--- src/rtl/pct_pkg.sv ---
// Shared types for the prescaled countdown timer.
// Assumes: nothing beyond standard SystemVerilog.
package pct_pkg;

    // Run state of the countdown controller
    typedef enum logic [1:0] {
        ST_IDLE = 2'd0,
        ST_RUN  = 2'd1,
        ST_HOLD = 2'd2
    } run_state_e;

endpackage

--- src/rtl/pct_prescale.sv ---
// Rate divider: a mod-PRE_DIV first stage followed by a binary second stage.
// Rate k ticks once every PRE_DIV * 2^(k*STEP_LOG2) advance pulses, counted from clear.
// Assumes: PRE_DIV >= 2 and NUM_RATES >= 2. rate_sel is held steady during a run.
module pct_prescale #(
    parameter int PRE_DIV   = 32,
    parameter int NUM_RATES = 4,
    parameter int STEP_LOG2 = 2,
    parameter int SEL_W     = 2
) (
    input  logic             clk,
    input  logic             rst_n,
    input  logic             clear_i,
    input  logic             advance_i,
    input  logic [SEL_W-1:0] sel_i,
    output logic             tick_o
);
    localparam int P1_W = (PRE_DIV > 1) ? $clog2(PRE_DIV) : 1;
    localparam int P2_W = STEP_LOG2 * (NUM_RATES - 1);

    logic [P1_W-1:0]      p1_q;
    logic [P2_W-1:0]      p2_q;
    logic                 p1_wrap;
    logic [NUM_RATES-1:0] rate_tick;

    assign p1_wrap = advance_i && (p1_q == P1_W'(PRE_DIV - 1));

    // One tick line per rate; slower rates also need the low second-stage bits all ones
    generate
        for (genvar k = 0; k < NUM_RATES; k++) begin : g_rate
            if (k == 0) begin : g_fast
                assign rate_tick[k] = p1_wrap;
            end else begin : g_slow
                assign rate_tick[k] = p1_wrap && (&p2_q[k*STEP_LOG2-1:0]);
            end
        end
    endgenerate

    assign tick_o = (32'(sel_i) < NUM_RATES) ? rate_tick[sel_i] : 1'b0;

    // First stage: count advance pulses modulo PRE_DIV
    always_ff @(posedge clk) begin
        if (!rst_n || clear_i)  p1_q <= '0;
        else if (p1_wrap)       p1_q <= '0;
        else if (advance_i)     p1_q <= p1_q + P1_W'(1);
    end

    // Second stage: count first-stage wraps
    always_ff @(posedge clk) begin
        if (!rst_n || clear_i)  p2_q <= '0;
        else if (p1_wrap)       p2_q <= p2_q + P2_W'(1);
    end


    tick_gate_chk: assert property (@(posedge clk) disable iff (!rst_n)
        tick_o |-> advance_i);


    phase_hold_chk: assert property (@(posedge clk) disable iff (!rst_n)
        (!advance_i && !clear_i) |=> ($stable(p1_q) && $stable(p2_q)));

endmodule

--- src/rtl/pct_ctrl.sv ---
// Countdown controller: run/hold/idle state, the counter, and expiry detection.
// Strobe priority is stop, then start, then pause, then resume.
// Assumes: tick_i is only high while running and no strobe is active.
module pct_ctrl
    import pct_pkg::*;
#(
    parameter int CNT_W = 16
) (
    input  logic             clk,
    input  logic             rst_n,
    input  logic             start_i,
    input  logic             stop_i,
    input  logic             pause_i,
    input  logic             resume_i,
    input  logic             tick_i,
    input  logic             repeat_i,
    input  logic [CNT_W-1:0] init_i,
    output logic [CNT_W-1:0] cnt_o,
    output logic             running_o,
    output logic             expire_o
);
    run_state_e       state_q, state_d;
    logic [CNT_W-1:0] cnt_q, cnt_d;
    logic             expire;

    // Next state and count, by strobe priority
    always_comb begin
        state_d = state_q;
        cnt_d   = cnt_q;
        expire  = 1'b0;
        if (stop_i) begin
            state_d = ST_IDLE;
            cnt_d   = '0;
        end else if (start_i) begin
            state_d = ST_RUN;
            cnt_d   = init_i;
        end else if (pause_i) begin
            if (state_q == ST_RUN) state_d = ST_HOLD;
        end else if (resume_i && state_q == ST_HOLD) begin
            state_d = ST_RUN;
        end else if (state_q == ST_RUN && tick_i) begin
            if (cnt_q <= CNT_W'(1)) begin
                expire = 1'b1;
                if (repeat_i) begin
                    cnt_d = init_i;
                end else begin
                    cnt_d   = '0;
                    state_d = ST_IDLE;
                end
            end else begin
                cnt_d = cnt_q - CNT_W'(1);
            end
        end
    end

    // State and count registers
    always_ff @(posedge clk) begin
        if (!rst_n) begin
            state_q <= ST_IDLE;
            cnt_q   <= '0;
        end else begin
            state_q <= state_d;
            cnt_q   <= cnt_d;
        end
    end

    assign cnt_o     = cnt_q;
    assign running_o = (state_q == ST_RUN);
    assign expire_o  = expire;


    stop_clear_chk: assert property (@(posedge clk) disable iff (!rst_n)
        stop_i |=> (cnt_q == '0 && state_q == ST_IDLE));


    start_load_chk: assert property (@(posedge clk) disable iff (!rst_n)
        (start_i && !stop_i) |=> (cnt_q == $past(init_i) && state_q == ST_RUN));


    dec_step_chk: assert property (@(posedge clk) disable iff (!rst_n)
        (state_q == ST_RUN && tick_i && !start_i && !stop_i && !pause_i && cnt_q > CNT_W'(1))
        |=> (cnt_q == $past(cnt_q) - CNT_W'(1)));


    hold_keep_chk: assert property (@(posedge clk) disable iff (!rst_n)
        (state_q == ST_HOLD && !start_i && !stop_i) |=> $stable(cnt_q));


    oneshot_end_chk: assert property (@(posedge clk) disable iff (!rst_n)
        (expire_o && !repeat_i) |=> (cnt_q == '0 && state_q == ST_IDLE));

endmodule

--- src/rtl/pct_flag.sv ---
// Sticky expiry flag with a clear strobe, plus interrupt gating.
// Assumes: expire_i is a single-cycle pulse; a set in the same cycle as a clear wins.
module pct_flag (
    input  logic clk,
    input  logic rst_n,
    input  logic expire_i,
    input  logic clr_i,
    input  logic irq_en_i,
    output logic flag_o,
    output logic irq_o
);
    logic flag_q;

    // Flag register: set on expiry, cleared by the status-read strobe
    always_ff @(posedge clk) begin
        if (!rst_n)        flag_q <= 1'b0;
        else if (expire_i) flag_q <= 1'b1;
        else if (clr_i)    flag_q <= 1'b0;
    end

    assign flag_o = flag_q;
    assign irq_o  = flag_q & irq_en_i;


    flag_set_chk: assert property (@(posedge clk) disable iff (!rst_n)
        expire_i |=> flag_q);


    flag_keep_chk: assert property (@(posedge clk) disable iff (!rst_n)
        (flag_q && !clr_i) |=> flag_q);


    flag_clr_chk: assert property (@(posedge clk) disable iff (!rst_n)
        (clr_i && !expire_i) |=> !flag_q);

endmodule

--- src/rtl/pscl_countdown_timer.sv ---
// Prescaled countdown timer top: rate divider, countdown controller and expiry flag.
// Assumes: base_ce is a one-cycle enable at PRE_DIV * 1024 Hz for the nominal rates.
module pscl_countdown_timer #(
    parameter int CNT_W   = 16,
    parameter int PRE_DIV = 32
) (
    input  logic             clk,
    input  logic             rst_n,
    input  logic             base_ce,
    input  logic [1:0]       rate_sel,
    input  logic [CNT_W-1:0] init_val,
    input  logic             repeat_en,
    input  logic             start,
    input  logic             pause,
    input  logic             resume,
    input  logic             stop,
    input  logic             irq_en,
    input  logic             flag_clr,
    output logic [CNT_W-1:0] count,
    output logic             flag,
    output logic             irq
);
    localparam int NUM_RATES = 4;
    localparam int STEP_LOG2 = 2;

    logic running;
    logic advance;
    logic tick;
    logic expire;

    // The prescaler advances only while running and no strobe takes the cycle
    assign advance = base_ce && running && !start && !stop && !pause;

    pct_prescale #(
        .PRE_DIV   (PRE_DIV),
        .NUM_RATES (NUM_RATES),
        .STEP_LOG2 (STEP_LOG2),
        .SEL_W     (2)
    ) u_prescale (
        .clk       (clk),
        .rst_n     (rst_n),
        .clear_i   (start || stop),
        .advance_i (advance),
        .sel_i     (rate_sel),
        .tick_o    (tick)
    );

    pct_ctrl #(
        .CNT_W (CNT_W)
    ) u_ctrl (
        .clk       (clk),
        .rst_n     (rst_n),
        .start_i   (start),
        .stop_i    (stop),
        .pause_i   (pause),
        .resume_i  (resume),
        .tick_i    (tick),
        .repeat_i  (repeat_en),
        .init_i    (init_val),
        .cnt_o     (count),
        .running_o (running),
        .expire_o  (expire)
    );

    pct_flag u_flag (
        .clk      (clk),
        .rst_n    (rst_n),
        .expire_i (expire),
        .clr_i    (flag_clr),
        .irq_en_i (irq_en),
        .flag_o   (flag),
        .irq_o    (irq)
    );

endmodule

--- config.mk ---
export PLATFORM = sky130hd
export DESIGN_NAME = pscl_countdown_timer
export DESIGN_NICKNAME = d
export VERILOG_FILES = /design/src/rtl/pct_pkg.sv /design/src/rtl/pct_prescale.sv /design/src/rtl/pct_ctrl.sv /design/src/rtl/pct_flag.sv /design/src/rtl/pscl_countdown_timer.sv
export SDC_FILE = /design/constraint.sdc
export NUM_CORES = 1
export LEC_CHECK = 0
export BUFFER_PORTS_ARGS = -buffer_cell sky130_fd_sc_hd__buf_4
export CORE_MARGIN = 5
export CORE_UTILIZATION = 53
export CTS_CLUSTER_SIZE = 25
export DETAILED_ROUTE_END_ITERATION = 8
export GPL_TIMING_DRIVEN = 0
export PLACE_DENSITY = 0.79
export SYNTH_ARGS = -nofsm -noshare
export SYNTH_HDL_FRONTEND = slang
export SYNTH_SLANG_ARGS = --single-unit
--- constraint.sdc ---
create_clock -name clk -period 2.63 [get_ports clk]
set_input_delay 0.526 -clock clk [delete_from_list [all_inputs] [get_ports clk]]
set_output_delay 0.526 -clock clk [all_outputs]
set_load 0.1 [all_outputs]
==> run summary, run 1 <==
Average detailed-routed wire length per instance: 15.77 µm. Setup repair after global routing left no endpoint under its margin. The number of DRC markers after the initial detailed-route iteration was 114. Entering global routing, the biggest net connects 11 pins. The tree is rooted in a sky130_fd_sc_hd__clkbuf_4. Cell family contributing the most delay on the critical path: compound AO/OA/AOI/OAI gates. The total congestion overflow after global routing came out at 0.

In this run, synthesis inferred 0 flip-flops with an integrated enable. The source-to-sink clock delay at the later pin of the worst-skew pair was 0.34 ns; the top-level port count was 46. The routed design has 5062 µm of wire.

Number of failing hold endpoints at the final stage: 0. Subtracting the final worst setup slack from the clock period gives 2.391 ns. The synthesized netlist contains 54 unique library cells. After synthesis the netlist holds a flip-flop and latch count of 30.

The largest total area in the synthesized netlist belongs to sky130_fd_sc_hd__dfxtp_1. The run gives 0 ns as the setup TNS. The worst setup path is captured at a register. The horizontal die dimension was 69.25 µm; the clock tree skew after final layout was 0.006472 ns. The global-route usage over all layers came out at 21.53%. CTS built an H-tree with a depth of 2.

The number of nets in the synthesized netlist is 256. The fraction of final layout cells sized beyond drive strength 1 works out to 26.91%. The tools report the via count of the first global-routing pass as 1830.

Share of async-settable or async-resettable flops after synthesis: 0%. The warning count from the yosys run was 0. The placed cell area is 2251 µm².

The run finished with clean final reports. The height of the die works out to 69.25 µm. The number of gates resized after cts was 0. Counting both buffers and inverters, the worst setup path holds a total of 2.

For the number of antenna cells inserted, the log shows 0. The maximum cell stage delay along the critical path came out at 0.52 ns. In the finished design, the share of the clock period the worst path needs comes to 90.92%.

The floorplan step defined a core boundary enclosing 3363 µm². After routing the design area is 2330 µm². Port buffering added 44 buffers.

The post-synthesis instance area is 1861 µm², and the number of iterations in the first detailed-routing pass is 5. The share of the Yosys chip area taken by registers is 32.28%. The clock-pin slew on the worst setup and hold paths was 0.10 ns; the data required time at the worst endpoint was 2.90 ns. The post-CTS setup buffer count was 0. sky130_fd_sc_hd__dfxtp_1 is the most common cell in the netlist. In this run the worst path has a maximum fanout of 10. For the number of buffers created by CTS, the log shows 5. The initial antenna violation count is 0. IR analysis of the VDD net gives a maximum drop of 0.3000 mV. Timing analysis after detailed placement gives a worst setup slack of 0.2616 ns. The number of design rule violations left after detail routing was 0. Share of the synthesized area in the top cell type: 32.28%.

By startpoint and endpoint, the worst setup path is classified as register to register. The worst-path cell with the longest stage delay was sky130_fd_sc_hd__a21oi_1. The gate count of the mapped netlist was 223; the signed area change from the synthesized netlist to the final layout was 25.22%.

The logs give 0.2388 ns for the final worst setup slack and 0 for the number of hold buffers added after CTS. The via count is 1919. The arrival time reported for the critical path endpoint came out at 2.66 ns. The main flop type after synthesis is sky130_fd_sc_hd__dfxtp_1. After synthesis, the cell types taking the most area are sky130_fd_sc_hd__dfxtp_1 (32%), sky130_fd_sc_hd__nor2_1 (4.8%), sky130_fd_sc_hd__a21oi_1 (4.3%), sky130_fd_sc_hd__nand2_1 (4.0%), sky130_fd_sc_hd__ha_1 (3.4%).

Max-cap violations in this run came to 0. TritonCTS built the clock tree. Element type at the critical path start: a register. Timing would allow up to 0.4182 GHz. In this run the remaining antenna-violating nets after routing total 0. The cell row count is 21, and the final number of setup-violating endpoints is 0.

At the pin with the least slew margin, the transition time is 0.8278 ns. The tools report the wire length of the first global-routing pass as 8535 µm. Traced cell by cell, the critical path runs through inv_1, ha_1, nor2_1, nor3_4, a21oi_1, clkbuf_1, a22oi_1, o22ai_1. Summed over all nets, the half-perimeter wirelength after detailed placement is 3781 µm.

Power spread over the standard cell area amounts to 535.1 nW/µm². The min-delay analysis places its worst path in the category input port to register. The tools report the leakage power as 0.9482 nW. The worst hold margin was 0.4052 ns; the max-slew headroom at the worst pin was 44.48%.

In the final design database the tool counted 307 nets. A synthesized cell averages 8.343 µm². The run gives 0 as the max-slew violation count. For the number of clock sinks seen by CTS, the log shows 30. In the routed layout, each cell is associated on average with a via count of 5.978. The die covers 4796 µm².

At the end of routability-driven placement, the weighted congestion stood at 0.9005. Ranked by instance count, the synthesized netlist is headed by sky130_fd_sc_hd__dfxtp_1 (30), sky130_fd_sc_hd__nor2_1 (24), sky130_fd_sc_hd__nand2_1 (20). For the deepest clock path buffer count, the log shows 2.

The initial utilization of the core area, before any placement, comes to 55.32%.
==> cell type report <==
class	instances	area, µm²
tap	46	57.56
clock buffer	8	78.83
fill	328	1033
timing repair buffer	44	330.3
inverter	11	41.29
multi-input combinational	170	1140
sequential	30	603.1
buffer	12	78.83
==> cell usage in the layout, fill, tap and decap left out, drive strengths merged, types with 2 or more instances in the layout <==
cell    Yosys  final
a211oi      5      5
a21oi      16     16
a221oi      4      4
a22oi       5      5
a32oi       7      7
and2        2      2
buf         6     50
clkbuf      6     14
dfxtp      30     30
ha          5      5
inv        11     11
mux2i       3      3
nand2      21     21
nand2b      3      3
nand3       3      3
nand3b      2      2
nand4       5      5
nand4b      2      2
nor2       25     25
nor2b       3      3
nor3        5      5
nor4        2      2
o211ai      5      5
o21a        2      2
o21ai       8      8
o22ai       8      8
o311ai      2      2
or2         2      2
or3         2      2
or4         3      3
xnor2       3      3
xor2        4      4
==> metrics by stage <==
stage | power (mW) | util, % | std cells
after CTS | 1.248 | 69.27 | 321
after detailed placement | 0.9024 | 66.93 | 313
after global placement | 0.8981 | 66.93 | 313
after global routing | 1.308 | 69.27 | 321
final | 1.247 | 69.27 | 321
after floorplan | 0.7922 | - | 223
==> worst paths after layout <==
check / startpoint / end / slack [ns] / depth (start not counted)
setup / recovery: u_ctrl.cnt_o[0]$_SDFFE_PP0P_ / u_ctrl.cnt_o[9]$_SDFFE_PP0P_ / 0.24 / 8
hold / removal: rst_n / u_flag.flag_o$_SDFFE_PN0P_ / 0.41 / 2
setup reg to reg: u_ctrl.cnt_o[0]$_SDFFE_PP0P_ / u_ctrl.cnt_o[9]$_SDFFE_PP0P_ / 0.24 / 8
hold reg to reg: u_ctrl.cnt_o[14]$_SDFFE_PP0P_ / u_ctrl.cnt_o[14]$_SDFFE_PP0P_ / 0.51 / 2
==> kinds of logic after synthesis <==
family / synth area share (%)
AND/OR/NAND/NOR: 26.16
AO/OA/AOI/OAI: 26.83
adder cells (fa/ha/maj): 3.362
buffers and inverters: 6.456
XOR/XNOR: 3.295
multiplexers: 1.614
flip-flops: 32.28
==> per-layer routing <==
layer  wire length [µm]  global-route usage [%]  part of all wire (%)  vias up
met4                 75                   8.026                   1.5        0
met1               2193                   27.60                    43      883
li1                   -                       -                     -      941
met2               2409                   34.43                    48       87
met5                  0                       0                     0        -
met3                383                   5.797                   7.6        8
==> power by group <==
group          switching (mW)  internal (mW)  leakage (nW)
combinational           0.274          0.144         0.660
sequential             0.0148          0.467         0.244
clock                   0.164          0.183        0.0446
==> registers in the layout, indices dropped and copies added, names as in the netlist <==
register / cells
u_ctrl.cnt_o: 16
u_prescale.p2_q: 6
u_prescale.p1_q: 5
u_ctrl.state_q: 2
u_flag.flag_o: 1
(Power assumes the default switching activity.)
==> run 2: changes to the inputs <==
--- a/config.mk
+++ b/config.mk
@@ -6,12 +6,15 @@
 export NUM_CORES = 1
 export LEC_CHECK = 0
 export BUFFER_PORTS_ARGS = -buffer_cell sky130_fd_sc_hd__buf_4
+export CAP_MARGIN = 20
+export CELL_PAD_IN_SITES_DETAIL_PLACEMENT = 1
+export CELL_PAD_IN_SITES_GLOBAL_PLACEMENT = 2
 export CORE_MARGIN = 5
-export CORE_UTILIZATION = 53
+export CORE_UTILIZATION = 31
 export CTS_CLUSTER_SIZE = 25
 export DETAILED_ROUTE_END_ITERATION = 8
 export GPL_TIMING_DRIVEN = 0
-export PLACE_DENSITY = 0.79
+export PLACE_DENSITY_LB_ADDON = 0.1
 export SYNTH_ARGS = -nofsm -noshare
 export SYNTH_HDL_FRONTEND = slang
 export SYNTH_SLANG_ARGS = --single-unit
==> run summary, run 2 (same netlist as run 1, synthesis figures left out) <==
The clock tree root buffer cell was sky130_fd_sc_hd__clkbuf_8 (was sky130_fd_sc_hd__clkbuf_4). For the area of the core region, the log shows 5886 µm² (was 3363 µm²). The logs give 31.61% (was 55.32%) for the initial core utilization and 7651 µm² (was 4796 µm²) for the floorplan die area. The net count of the finished layout is 307 (unchanged), and the number of iterations in the first detailed-routing pass is 4 (was 5).

The run gives 0 ns (unchanged) as the setup TNS. Cell-internal power: 0.7898 mW (was 0.7937 mW). The layout filler cell count is 742 (was 328), and the via count is 1878 (was 1919). The average detailed-routed wire length per instance works out to 17.58 µm (was 15.77 µm).

For the data required time at the worst endpoint, the log shows 2.77 ns (was 2.90 ns). The initial antenna violation count is 0 (unchanged), and the switching power share of the total is 38.34% (was 36.34%). The number of design rule violations left after detail routing is 0 (unchanged), and the aggregate routed wire length is 6135 µm (was 5062 µm). The run gives 603.1 µm² (unchanged) as the register area. Clock-pin slew on the worst setup and hold paths: 0.07 ns (was 0.10 ns).

Element type at the critical path start: a register (unchanged). For the number of max-cap violations, the log shows 0 (unchanged). The worst-margin pin slew came out at 0.8737 ns (was 0.8278 ns). For the cell row count, the log shows 28 (was 21). The number of DRC markers after the initial detailed-route iteration came out at 81 (was 114). The horizontal die dimension was 87.47 µm (was 69.25 µm); the final cell utilization of the core was 40.26% (was 69.27%). The number of failing hold endpoints at the final stage is 0 (unchanged). The achievable frequency was 0.4162 GHz (was 0.4182 GHz). The class of the tightest hold or removal check is input port to register (unchanged). The minimum clock period is 2.402 ns (was 2.391 ns). The part of the cycle the worst path needs is 91.35% (was 90.92%), and the highest ir drop seen on vdd is 0.2045 mV (was 0.3000 mV). The logs give 1.281 mW (was 1.247 mW) for the post-layout total power and 30 (unchanged) for the number of clock sinks seen by CTS. The via count of the first global-routing pass was 2032 (was 1830); the clock share of power was 28.6% (was 27.8%). The maximum fanout encountered on the critical timing path works out to 9 (was 10). The fraction of final layout cells sized beyond drive strength 1 was 27.01% (was 26.91%).

The run finished with clean final reports. The flip-flop count of the largest register, all copies and words added is 16 (unchanged). The type of destination of the critical path was a register (unchanged). The clock tree skew after final layout was 0.005151 ns (was 0.006472 ns). For the maximum number of pins on one net before global-route repair, the log shows 11 (unchanged). The footprint of the multi-input gates was 1144 µm² (was 1140 µm²); the path depth of the worst reg2reg path was 8 (unchanged). The source-to-sink clock delay at the later pin of the worst-skew pair came out at 0.29 ns (was 0.34 ns). For the post-route antenna net violation count, the log shows 0 (unchanged).

The global-route usage over all layers was 17.09% (was 21.53%). The number of hold buffers added after CTS was 0 (unchanged). Top library cells by usage in the layout, fill and taps aside: sky130_fd_sc_hd__buf_4 (47), sky130_fd_sc_hd__dfxtp_1 (28), sky130_fd_sc_hd__nor2_1 (24) (unchanged). The power share of the combinational group is 33.7% (was 33.6%), and the total number of H-tree levels is 2 (unchanged).

The top-level port count came out at 46 (unchanged). For the total congestion overflow after global routing, the log shows 0 (unchanged). The max-slew headroom at the worst pin was 41.40% (was 44.48%); the cell area power density was 540.5 nW/µm² (was 535.1 nW/µm²).

The leakage power was 0.9475 nW (was 0.9482 nW). The critical path class is register to register (unchanged). The sum of net half-perimeters after detailed placement was 4591 µm (was 3781 µm).

Routed via count divided by cell count: 5.381 (was 5.978). The arrival time reported for the critical path endpoint was 2.55 ns (was 2.66 ns). The number of input and output port buffers inserted came out at 44 (unchanged). The worst hold margin is 0.4584 ns (was 0.4052 ns), and the number of buffers created by CTS is 5 (unchanged). TritonCTS built the clock tree.

The run gives 2 (unchanged) as the deepest clock path buffer count. The final number of setup-violating endpoints is 0 (unchanged), and the height of the die is 87.47 µm (was 69.25 µm). The tools report the max-slew violation count as 0 (unchanged).

Wire length of the first global-routing pass: 10140 µm (was 8535 µm). Setup repair after global routing left no endpoint under its margin. For the switching power summed over all nets, the log shows 0.4911 mW (was 0.4530 mW). The number of instances on the worst hold path was 2 (unchanged). Commonest non-fill, non-tap cell in the layout: sky130_fd_sc_hd__buf_4 (unchanged). The signed area change from the synthesized netlist to the final layout works out to 27.37% (was 25.22%).

The tools report the global placer's final weighted congestion as 0.8352 (was 0.9005). The tools report the number of antenna cells inserted as 0 (unchanged). The share of power burned in registers is 37.7% (was 38.6%).
run 2: worst paths after layout:
check                                   from                             to  slack (ns)
max          u_prescale.p1_q[0]$_SDFFE_PP0P_  u_ctrl.cnt_o[12]$_SDFFE_PP0P_        0.23
min                                    rst_n     u_flag.flag_o$_SDFFE_PN0P_        0.46
max reg2reg  u_prescale.p1_q[0]$_SDFFE_PP0P_  u_ctrl.cnt_o[12]$_SDFFE_PP0P_        0.23
min reg2reg    u_ctrl.cnt_o[14]$_SDFFE_PP0P_  u_ctrl.cnt_o[14]$_SDFFE_PP0P_        0.49
run 2: layer usage:
layer | wire (µm) | track usage [%] | vias to the layer above
met5 | 0 | 0 | -
met4 | 70 | 4.184 | 0
met3 | 282 | 3.595 | 6
met2 | 2912 | 28.36 | 44
met1 | 2869 | 22.51 | 891
li1 | - | - | 937
run 2: cell type report:
class                           count  share of cell area (%)
Buffer                             12                   3.326
Clock buffer                        5                   2.904
Clock inverter                      2                  0.4224
Inverter                           11                   1.742
Multi-Input combinational cell    170                   48.26
Sequential cell                    30                   25.45
Tap cell                           75                   3.960
Timing Repair Buffer               44                   13.94
run 2: critical path, stage by stage, from the launching register on:
cell and delay [ns]:
sky130_fd_sc_hd__dfxtp_1 0.34, sky130_fd_sc_hd__ha_1 0.21, sky130_fd_sc_hd__and3_1 0.19, sky130_fd_sc_hd__ha_1 0.18, sky130_fd_sc_hd__nand3b_1 0.28, sky130_fd_sc_hd__nor2_8 0.08, sky130_fd_sc_hd__o21a_1 0.15, sky130_fd_sc_hd__o21ai_1 0.64
sky130_fd_sc_hd__o22ai_1 0.20
run 2: repair_timing:
| item | 4_1_cts | 5_1_grt |
|---|---|---|
| gates resized for setup | 0 | 1 |
| setup buffers | 0 | 0 |
| setup endpoints to repair | 0 | 7 |
run 2: through the flow:
step | area [µm²] | setup WS [ns] | cells
after floorplan | 1863 | 0.1561 | 223
after global placement | 2287 | 0.1726 | 342
after detailed placement | 2287 | 0.1946 | 342
after CTS | 2366 | 0.1824 | 349
after global routing | 2370 | 0.06566 | 349
final | 2370 | 0.2276 | 349
run 2: power by group through the flow:
stage          sequential [mW]  combinational [mW]  clock [mW]
2_1_floorplan            0.571               0.221           0
3_3_place_gp             0.493               0.429           0
3_5_place_dp             0.492               0.429           0
4_1_cts                  0.482               0.430       0.380
5_1_grt                  0.484               0.471       0.395
6_report                 0.482               0.432       0.367
